--- config.mk ---
export PLATFORM = sky130hd
export DESIGN_NAME = tfw_decoder_top
export DESIGN_NICKNAME = d
export VERILOG_FILES = /design/src/rtl/tfw_pkg.sv /design/src/rtl/tfw_window.sv /design/src/rtl/tfw_packer.sv /design/src/rtl/tfw_route.sv /design/src/rtl/tfw_decoder_top.sv
export SDC_FILE = /design/constraint.sdc
export NUM_CORES = 1
export LEC_CHECK = 0
export ABC_AREA = 1
export BUFFER_PORTS_ARGS = -buffer_cell sky130_fd_sc_hd__buf_2
export CAP_MARGIN = 10
export CORE_UTILIZATION = 44
export CTS_BUF_LIST = sky130_fd_sc_hd__clkbuf_16
export DETAILED_ROUTE_END_ITERATION = 6
export PLACE_DENSITY_LB_ADDON = 0.12
export SLEW_MARGIN = 25
export SYNTH_ARGS = -nofsm -noshare
export SYNTH_HDL_FRONTEND = slang
export SYNTH_SLANG_ARGS = --single-unit
--- constraint.sdc ---
create_clock -name clk -period 1.74 [get_ports clk]
set_input_delay 0.348 -clock clk [delete_from_list [all_inputs] [get_ports clk]]
set_output_delay 0.348 -clock clk [all_outputs]
set_load 0.005 [all_outputs]
--- src/rtl/tfw_pkg.sv ---
package tfw_pkg;

  typedef enum logic [1:0] {
    MODE_MEM  = 2'd0,
    MODE_IO16 = 2'd1,
    MODE_PRI  = 2'd2,
    MODE_SEC  = 2'd3
  } tfw_mode_e;

  // Host-side register offsets handled specially.
  localparam logic [3:0] OFF_WORD    = 4'h0;
  localparam logic [3:0] OFF_BYTE    = 4'h8;
  localparam logic [3:0] OFF_ERRFEAT = 4'hD;
  localparam logic [3:0] OFF_ALTCTL  = 4'hE;
  localparam logic [3:0] OFF_DEVADDR = 4'hF;

  // Task-file side addresses.
  localparam logic [2:0] TF_DATA = 3'd0;
  localparam logic [2:0] TF_ERR  = 3'd1;
  localparam logic [2:0] TF_STAT = 3'd7;

  localparam int CTL_SRST_BIT = 2;

  // Join the second byte (upper half) with the stored first byte.
  function automatic logic [15:0] pack_word(input logic [7:0] hi, input logic [7:0] lo);
    return {hi, lo};
  endfunction

  // Synthesized device-address value.
  function automatic logic [7:0] dev_addr_byte(input logic [3:0] sel);
    return 8'hC2 | {2'b00, ~sel, 2'b00};
  endfunction

  function automatic logic ctl_wants_reset(input logic [7:0] v);
    return v[CTL_SRST_BIT];
  endfunction

endpackage

--- src/rtl/tfw_window.sv ---
module tfw_window
  import tfw_pkg::*;
#(
  parameter int ADDR_W    = 11,
  parameter int MEM_SHIFT = 10
) (
  input  tfw_mode_e         mode,
  input  logic [ADDR_W-1:0] addr,
  output logic              hit,
  output logic [3:0]        off
);
  localparam int BLK_W = ADDR_W - 4;
  localparam int TAG_W = ADDR_W - MEM_SHIFT;
  localparam logic [BLK_W-1:0] PRI_LO = BLK_W'('h1F);
  localparam logic [BLK_W-1:0] PRI_HI = BLK_W'('h3F);
  localparam logic [BLK_W-1:0] SEC_LO = BLK_W'('h17);
  localparam logic [BLK_W-1:0] SEC_HI = BLK_W'('h37);
  localparam logic [TAG_W-1:0] MEM_TAG = TAG_W'(1);

  logic [BLK_W-1:0] blk;
  logic [TAG_W-1:0] tag;
  assign blk = addr[ADDR_W-1:4];
  assign tag = addr[ADDR_W-1:MEM_SHIFT];

  // Upper I/O block folds onto offsets 8..F.
  function automatic logic [3:0] fold_high(input logic [2:0] low);
    return {1'b1, low};
  endfunction

  always_comb begin
    hit = 1'b0;
    off = addr[3:0];
    case (mode)
      MODE_MEM:  hit = (tag == MEM_TAG);
      MODE_IO16: hit = 1'b1;
      MODE_PRI: begin
        if (blk == PRI_LO) begin
          hit = 1'b1;
        end else if (blk == PRI_HI) begin
          hit = 1'b1;
          off = fold_high(addr[2:0]);
        end
      end
      default: begin
        if (blk == SEC_LO) begin
          hit = 1'b1;
        end else if (blk == SEC_HI) begin
          hit = 1'b1;
          off = fold_high(addr[2:0]);
        end
      end
    endcase
  end
endmodule

--- src/rtl/tfw_packer.sv ---
module tfw_packer #(
  parameter int DW = 16
) (
  input  logic          clk,
  input  logic          rst_n,
  input  logic          step,
  input  logic          load_word,
  input  logic          load_low,
  input  logic [DW-1:0] rword,
  input  logic [7:0]    wbyte,
  output logic          cyc,
  output logic [DW-1:0] latch
);
  always_ff @(posedge clk) begin
    if (!rst_n) begin
      cyc   <= 1'b0;
      latch <= '0;
    end else begin
      if (step)      cyc        <= ~cyc;
      if (load_word) latch      <= rword;
      if (load_low)  latch[7:0] <= wbyte;
    end
  end
endmodule

--- src/rtl/tfw_route.sv ---
module tfw_route
  import tfw_pkg::*;
(
  input  logic        host_cs,
  input  logic        host_we,
  input  logic [15:0] host_wdata,
  input  logic        hit,
  input  logic [3:0]  off,
  input  logic        cyc,
  input  logic [15:0] latch,
  input  logic [15:0] tf_rdata,
  input  logic [3:0]  head_sel,
  input  logic        pwr_down,
  output logic        tf_cs,
  output logic        tf_we,
  output logic [2:0]  tf_addr,
  output logic        tf_alt,
  output logic [15:0] tf_wdata,
  output logic        wake,
  output logic        byte_step,
  output logic        load_word,
  output logic        load_low,
  output logic        ctl_wr,
  output logic [15:0] rd_value
);
  always_comb begin
    tf_cs     = 1'b0;
    tf_we     = 1'b0;
    tf_addr   = TF_DATA;
    tf_alt    = 1'b0;
    tf_wdata  = host_wdata;
    wake      = 1'b0;
    byte_step = 1'b0;
    load_word = 1'b0;
    load_low  = 1'b0;
    ctl_wr    = 1'b0;
    rd_value  = 16'h0000;
    if (host_cs && hit) begin
      case (off)
        OFF_WORD: begin
          tf_cs    = 1'b1;
          tf_we    = host_we;
          rd_value = tf_rdata;
        end
        OFF_BYTE: begin
          byte_step = 1'b1;
          if (host_we) begin
            if (cyc) begin
              tf_cs    = 1'b1;
              tf_we    = 1'b1;
              tf_wdata = pack_word(host_wdata[7:0], latch[7:0]);
            end else begin
              load_low = 1'b1;
            end
          end else if (cyc) begin
            rd_value = {8'h00, latch[15:8]};
          end else begin
            tf_cs     = 1'b1;
            load_word = 1'b1;
            rd_value  = {8'h00, tf_rdata[7:0]};
          end
        end
        OFF_ERRFEAT: begin
          tf_cs    = 1'b1;
          tf_we    = host_we;
          tf_addr  = TF_ERR;
          rd_value = tf_rdata;
        end
        OFF_ALTCTL: begin
          if (host_we) begin
            ctl_wr = 1'b1;
          end else begin
            tf_cs    = 1'b1;
            tf_addr  = TF_STAT;
            tf_alt   = 1'b1;
            rd_value = tf_rdata;
          end
        end
        OFF_DEVADDR: begin
          if (!host_we) rd_value = {8'h00, dev_addr_byte(head_sel)};
        end
        default: begin
          tf_cs    = 1'b1;
          tf_we    = host_we;
          tf_addr  = off[2:0];
          rd_value = tf_rdata;
          wake     = host_we && pwr_down;
        end
      endcase
    end
  end
endmodule

--- src/rtl/tfw_decoder_top.sv ---
module tfw_decoder_top
  import tfw_pkg::*;
#(
  parameter int ADDR_W    = 11,
  parameter int MEM_SHIFT = 10
) (
  input  logic              clk,
  input  logic              rst_n,
  input  logic [1:0]        mode,
  input  logic              host_cs,
  input  logic              host_we,
  input  logic [ADDR_W-1:0] host_addr,
  input  logic [15:0]       host_wdata,
  output logic [15:0]       host_rdata,
  input  logic [3:0]        head_sel,
  input  logic              pwr_down,
  output logic              wake,
  output logic              tf_cs,
  output logic              tf_we,
  output logic [2:0]        tf_addr,
  output logic              tf_alt,
  output logic [15:0]       tf_wdata,
  input  logic [15:0]       tf_rdata,
  output logic [7:0]        dev_ctl,
  output logic              soft_rst,
  output logic              irq_eval
);
  // Named internal events, visible to the bound checker.
  logic        win_hit;
  logic [3:0]  win_off;
  logic        pack_cyc;
  logic [15:0] pack_latch;
  logic        byte_step;
  logic        load_word;
  logic        load_low;
  logic        ctl_wr;
  logic        rd_fire;
  logic [15:0] rd_value;
  tfw_mode_e   mode_e;

  assign mode_e  = tfw_mode_e'(mode);
  assign rd_fire = host_cs && !host_we;

  tfw_window #(.ADDR_W(ADDR_W), .MEM_SHIFT(MEM_SHIFT)) u_win (
    .mode (mode_e),
    .addr (host_addr),
    .hit  (win_hit),
    .off  (win_off)
  );

  tfw_packer #(.DW(16)) u_pack (
    .clk       (clk),
    .rst_n     (rst_n),
    .step      (byte_step),
    .load_word (load_word),
    .load_low  (load_low),
    .rword     (tf_rdata),
    .wbyte     (host_wdata[7:0]),
    .cyc       (pack_cyc),
    .latch     (pack_latch)
  );

  tfw_route u_route (
    .host_cs    (host_cs),
    .host_we    (host_we),
    .host_wdata (host_wdata),
    .hit        (win_hit),
    .off        (win_off),
    .cyc        (pack_cyc),
    .latch      (pack_latch),
    .tf_rdata   (tf_rdata),
    .head_sel   (head_sel),
    .pwr_down   (pwr_down),
    .tf_cs      (tf_cs),
    .tf_we      (tf_we),
    .tf_addr    (tf_addr),
    .tf_alt     (tf_alt),
    .tf_wdata   (tf_wdata),
    .wake       (wake),
    .byte_step  (byte_step),
    .load_word  (load_word),
    .load_low   (load_low),
    .ctl_wr     (ctl_wr),
    .rd_value   (rd_value)
  );

  always_ff @(posedge clk) begin
    if (!rst_n) begin
      host_rdata <= 16'h0000;
      dev_ctl    <= 8'h00;
      soft_rst   <= 1'b0;
      irq_eval   <= 1'b0;
    end else begin
      if (rd_fire) host_rdata <= rd_value;
      if (ctl_wr)  dev_ctl    <= host_wdata[7:0];
      soft_rst <= ctl_wr && ctl_wants_reset(host_wdata[7:0]);
      irq_eval <= ctl_wr;
    end
  end
endmodule

==> Yosys cells after proc, flatten, opt, wreduce, memory -nomap -nowiden <==
Cells that the tools add are included.
{ "totals": {"ff_bits": 43, "in_bits": 54, "output_inout_bits": 49} }
{ "op_classes": {"eq_ne": 10, "n_mux": 49, "n_bitwise": 2, "n_reduce_logical": 12} }
{ "op_table": {"columns": ["cell", "n"], "rows": [
  ["$mux 16", 7],
  ["$pmux 16 s3", 1],
  ["$mux 8", 4],
  ["$mux 1", 26],
  ["$eq 4x4->1 const B", 4],
  ["$mux 4", 4],
  ["$eq 7x5->1 const B", 2],
  ["$eq 7x6->1 const B", 2],
  ["$pmux 3 s3", 1],
  ["$pmux 4 s2", 1],
  ["$mux 3", 2],
  ["$pmux 1 s3", 2],
  ["$reduce_or 5->1", 1],
  ["$logic_and 1x1->1", 4],
  ["$logic_not 4->1", 1],
  ["$not 4->4", 1],
  ["$reduce_or 2->1", 2],
  ["$reduce_or 3->1", 1],
  ["$eq 2x1->1 const B", 1],
  ["$eq 2x2->1 const B", 1],
  ["$logic_not 2->1", 1],
  ["$pmux 1 s2", 1],
  ["$reduce_bool 2->1", 1],
  ["$logic_not 1->1", 1],
  ["$not 1->1", 1]
]} }

==> Logic depth before layout (Yosys ltp) <==
{ "logic_depth": {"depth_word": 9, "ltp_mapped": 13, "ltp_nobuf": 13} }

==> Cells and area by module <==
A second synthesis with hierarchy kept.
{ "unflattened": {"cells_unflattened": 477, "hier_area_um2": 2813.9} }
{ "by_module_without_submodules": {"columns": ["module", "n_inst", "cells_each", "area_each_um2", "seq_area_each_um2"], "rows": [
  ["tfw_decoder_top", 1, 144, 1021.0, 520.5],
  ["tfw_route", 1, 197, 942.2, 0.0],
  ["tfw_packer", 1, 106, 713.2, 340.3],
  ["tfw_window", 1, 30, 137.6, 0.0]
]} }

==> Worst setup path after synthesis <==
No wires, ideal clock.
{ "synth_timing": {"path_type": "in2out", "startpoint": "in host_addr[5]", "endpoint": "out tf_wdata[10]", "t_arrival_ns": 1.480, "slack_ns": -0.088, "stages": 11, "path_buffers": 1, "cell_sequence": "nand2_1 nor2_1 nand3_1 nand3_4 nand2_4 nor2_8 inv_4 nor2_8 nand2_4 buf_6 o21ai_2"} }
{ "synth_between": {"elab_chain_cells": 7, "word_cells_on_any_way": 18, "classes_between": "5 x eq/ne; 12 x mux; 1 x reduce/logical"} }
{ "synth_lines": {"columns": ["element", "line_no", "rtl"], "rows": [
  ["start, declared", "tfw_decoder_top.sv:12", "input logic [ADDR_W-1:0] host_addr,"],
  ["$eq 7x6->1 (on tied branches)", "tfw_window.sv:47, tfw_window.sv:39", null],
  ["$mux 4 (on tied branches)", "tfw_window.sv:47, tfw_window.sv:39", null],
  ["$mux 4 (on tied branches)", "tfw_window.sv:45, tfw_window.sv:37", null],
  ["$pmux 4 s2", "tfw_window.sv:33", "case (mode)"],
  ["$eq 4x4->1", "tfw_route.sv:39", "case (off)"],
  ["$mux 16", "tfw_route.sv:39", null],
  ["$mux 16 (*)", "tfw_route.sv:38", "if (host_cs && hit) begin"],
  ["end, declared", "tfw_decoder_top.sv:22", "output logic [15:0] tf_wdata,"]
]} }
Every way passes the cells marked *; elsewhere a longest branch is shown, timed or not.

==> Final worst setup path <==
{ "layout_timing": {"startpoint": "in host_addr[10]", "endpoint": "out tf_wdata[3]"} }
The elaborated chain is that of the path after synthesis.

==> metrics.md <==
| Metric | Value |
|---|---|
| First-pass GRT wire length | 12120 um |
| Rows | 27 |
| Worst Setup SP | host_addr[10] |
| Post-synthesis cell count | 386 |
| Clk sinks | 43 |
| WP data arrival | 1.68 ns |
| Area added between synthesis and finish | 51.59% |
| Rel. slew slack | 76.24% |
| Detailed Route Iter0 Violations | 91 |
| Io pins | 103 |
| Router iterations before antenna repair | 4 |
| Wire length on met3 | 323 um |
| Htree depth | 2 |
| RSZ-0062 raised after global routing | true |
| GR Overflow Total | 0 |
| IO buf count | 102 |
| R2R cell count | 6 |
| Wire per inst | 12.64 um |
| Core Region | 5574 um2 |
| Largest net degree at the start of global routing | 22 |
| Initial Utilization | 45.95% |
| Most area-consuming cells after synthesis | dfxtp_1 (34%), nand2_1 (16%), inv_1 (7.2%), a21oi_1 (6.4%), nor2_1 (6.0%) |
| Fill count | 482 |
| Mapped Nets | 443 |
| Critical path endpoint | tf_wdata[3] |
| TritonCTS clock tree | done |
| Async SR Flop Fraction | 0% |
| Fmax | 492.2 MHz |
| Number of synthesis warnings | 0 |
| Vias per cell | 4.839 |
| Ant diodes | 0 |
| Synth Cell Area | 2561 um2 |
| Hold Buf Count CTS | 0 |
| Final hold vios | 0 |
| Max Cap Violations | 0 |
| Seq cells post-synth | 43 |
| Most frequently used flop master after synthesis | dfxtp_1 |
| Clk_skew | 0.003787 ns |
| Total vias in the final route | 2884 |
| Seq/Total Area, Yosys | 33.61% |
| Routability Congestion | 0.8616 |
| Peak supply drop | 0.4648 mV |
| EDFF count, synth | 0 |
| Hold Crit Class | input pin to register |
| Gr usage total | 24.71% |
| Hpwl dp | 5088 um |
| Pwr Total | 2.507 mW |
| Max Buffers Root-to-Sink | 2 |
| WP data required | 1.39 ns |
| CP Capture Type | output pin |
| Setup WS post-layout | -0.2918 ns |
| Vias in the first global route | 2684 |
| Final setup violation count | 27 |
| Routed wire length | 7534 um |
| Failing checks | negative setup slack |
| Drc violations | 0 |
| Outcome | complete, but fails checks |
| Die Area | 6130 um2 |
| Post-Place Setup Slack | -0.3969 ns |
| Worst-path clk slew | 0.06 ns |
| Skew-Pair Late Insertion Delay | 0.28 ns |
| P_leak | 2.000 nW |
| Crit share post-route | 116.8% |
| Top cell type's share of synthesized area | 33.61% |
| Post-route minimum period | 2.032 ns |
| Worst Path Max Fanout | 8 |
| Reg2reg start | u_pack.cyc |
| Max Slew Vio Count | 0 |
| Clock Tree Root | clkbuf_16 |
| Chip width | 78.30 um |
| ANT nets after route | 0 |
| TritonCTS buffer count | 5 |
| R2r endpoint | u_pack.latch[2] |
| Initial antenna violation count | 0 |
| Metal2 WL | 3814 um |
| Yosys top cell by area | dfxtp_1 |
| Top layer reached by signal wires | met4 |
| Mean Syn Cell Area | 6.635 um2 |
| Share of layout cells above drive strength 1 | 43.13% |
| Die Ht | 78.30 um |
| R2R Setup Slk | 0.32 ns |
| Critical path class | input pin to output pin |
| Fin nets | 580 |
| Worst Tran Pin Value | 0.3564 ns |
| M1 WL | 3327 um |
| Distinct cell type count after synthesis | 28 |
| Pwr/cell area | 645.6 nW/um2 |
| CP Launch Type | input pin |
==> what timing repair did <==
item,in CTS,in global routing
gates cloned,3,3
pin swaps,6,12
setup buffers,9,2
resized for setup,35,27
setup endpoints to repair,23,50
==> worst min path at each step <==
stage | slack (ns) | endpoint | cells after the start | from
2_1_floorplan | 0.43 | u_pack.latch[10] | 2 | u_pack.latch[10]
5_1_grt | 0.34 | host_rdata[12] | 3 | tf_rdata[12]
4_1_cts | 0.32 | soft_rst | 3 | host_wdata[2]
3_3_place_gp | 0.45 | u_pack.latch[12] | 2 | u_pack.latch[12]
6_report | 0.31 | soft_rst | 3 | host_wdata[2]
3_5_place_dp | 0.46 | host_rdata[15] | 2 | host_rdata[15]
==> cell usage in the layout (no fill, tap or decap), drive strengths merged, types with 9 or more instances in the layout <==
| cell type | n |
|---|---|
| nand2 | 113 |
| nor2 | 49 |
| nor3 | 9 |
| dfxtp | 43 |
| a21oi | 34 |
| nand3 | 23 |
| o21ai | 41 |
| buf | 140 |
| inv | 54 |
==> power breakdown <==
group / internal [mW] / switching, mW / total (mW)
Clock: 0.676 / 0.379 / 1.06
Sequential: 1.00 / 0.00683 / 1.01
Combinational: 0.196 / 0.248 / 0.444
==> per-stage QoR <==
step	hold slack [ns]	instances	TNS (ns)	util (%)	cell area (um2)
2_1_floorplan	0.4299	386	-0.7431	-	2624
3_3_place_gp	0.4478	571	-10.87	59.75	3331
3_5_place_dp	0.4554	571	-11.92	59.75	3331
6_report	0.3112	596	-5.238	69.65	3882
5_1_grt	0.3359	596	-7.759	69.65	3882
4_1_cts	0.3166	591	-4.732	67.45	3760
==> sequential cells by signal (all words and copies together) (netlist names) <==
register and cells:
soft_rst 1, u_pack.cyc 1, host_rdata 16, irq_eval 1, dev_ctl 8, u_pack.latch 16
==> routing by layer <==
metal	vias up	global-route usage (%)
li1	1508	-
met3	6	3.953
met1	1287	30.65
met5	-	0
met4	0	6.296
met2	83	44.21
==> final cells by class <==
cell class / count / area (um2) / area share (%)
inverters: 53 / 214.0 / 5.511
multi-input cells: 279 / 1670 / 43.02
well taps: 72 / 90.09 / 2.320
repair buffers: 140 / 872.1 / 22.46
repair inverters: 1 / 6.256 / 0.1611
clock inverters: 3 / 43.79 / 1.128
flip-flops and latches: 43 / 860.8 / 22.17
clock buffers: 5 / 125.1 / 3.223
==> critical path, stage by stage <==
cell	delay, ns
buf_4	0.14
nor2_4	0.13
nand3_2	0.11
nand3_4	0.11
nand2_4	0.07
nor2_8	0.13
inv_6	0.05
nor2_8	0.09
buf_12	0.15
nand2_8	0.09
nand2_2	0.09
o21ai_2	0.05
buf_2	0.12
==> logic make-up (layout without fill, tap and decap cells) <==
kind of cell,after synthesis,in the layout,share of synthesized area (%)
compound gates,77,77,17.68
fa+ha+maj,3,3,1.466
buf+inv,69,202,11.97
flops,43,43,33.61
simple gates,194,199,35.27
==> cell usage after synthesis, types with 3 or more instances <==
cell      count
clkbuf_1      5
nand3_1      20
a21oi_1      33
o21ai_0      24
ha_1          3
nand2_1     106
inv_1        49
o21ai_2      16
nand4_1       4
buf_6         5
nor3_1        9
buf_2         6
nor2_1       41
inv_2         3
nor2_8        3
dfxtp_1      43
Power figures use the tool's default switching activity.
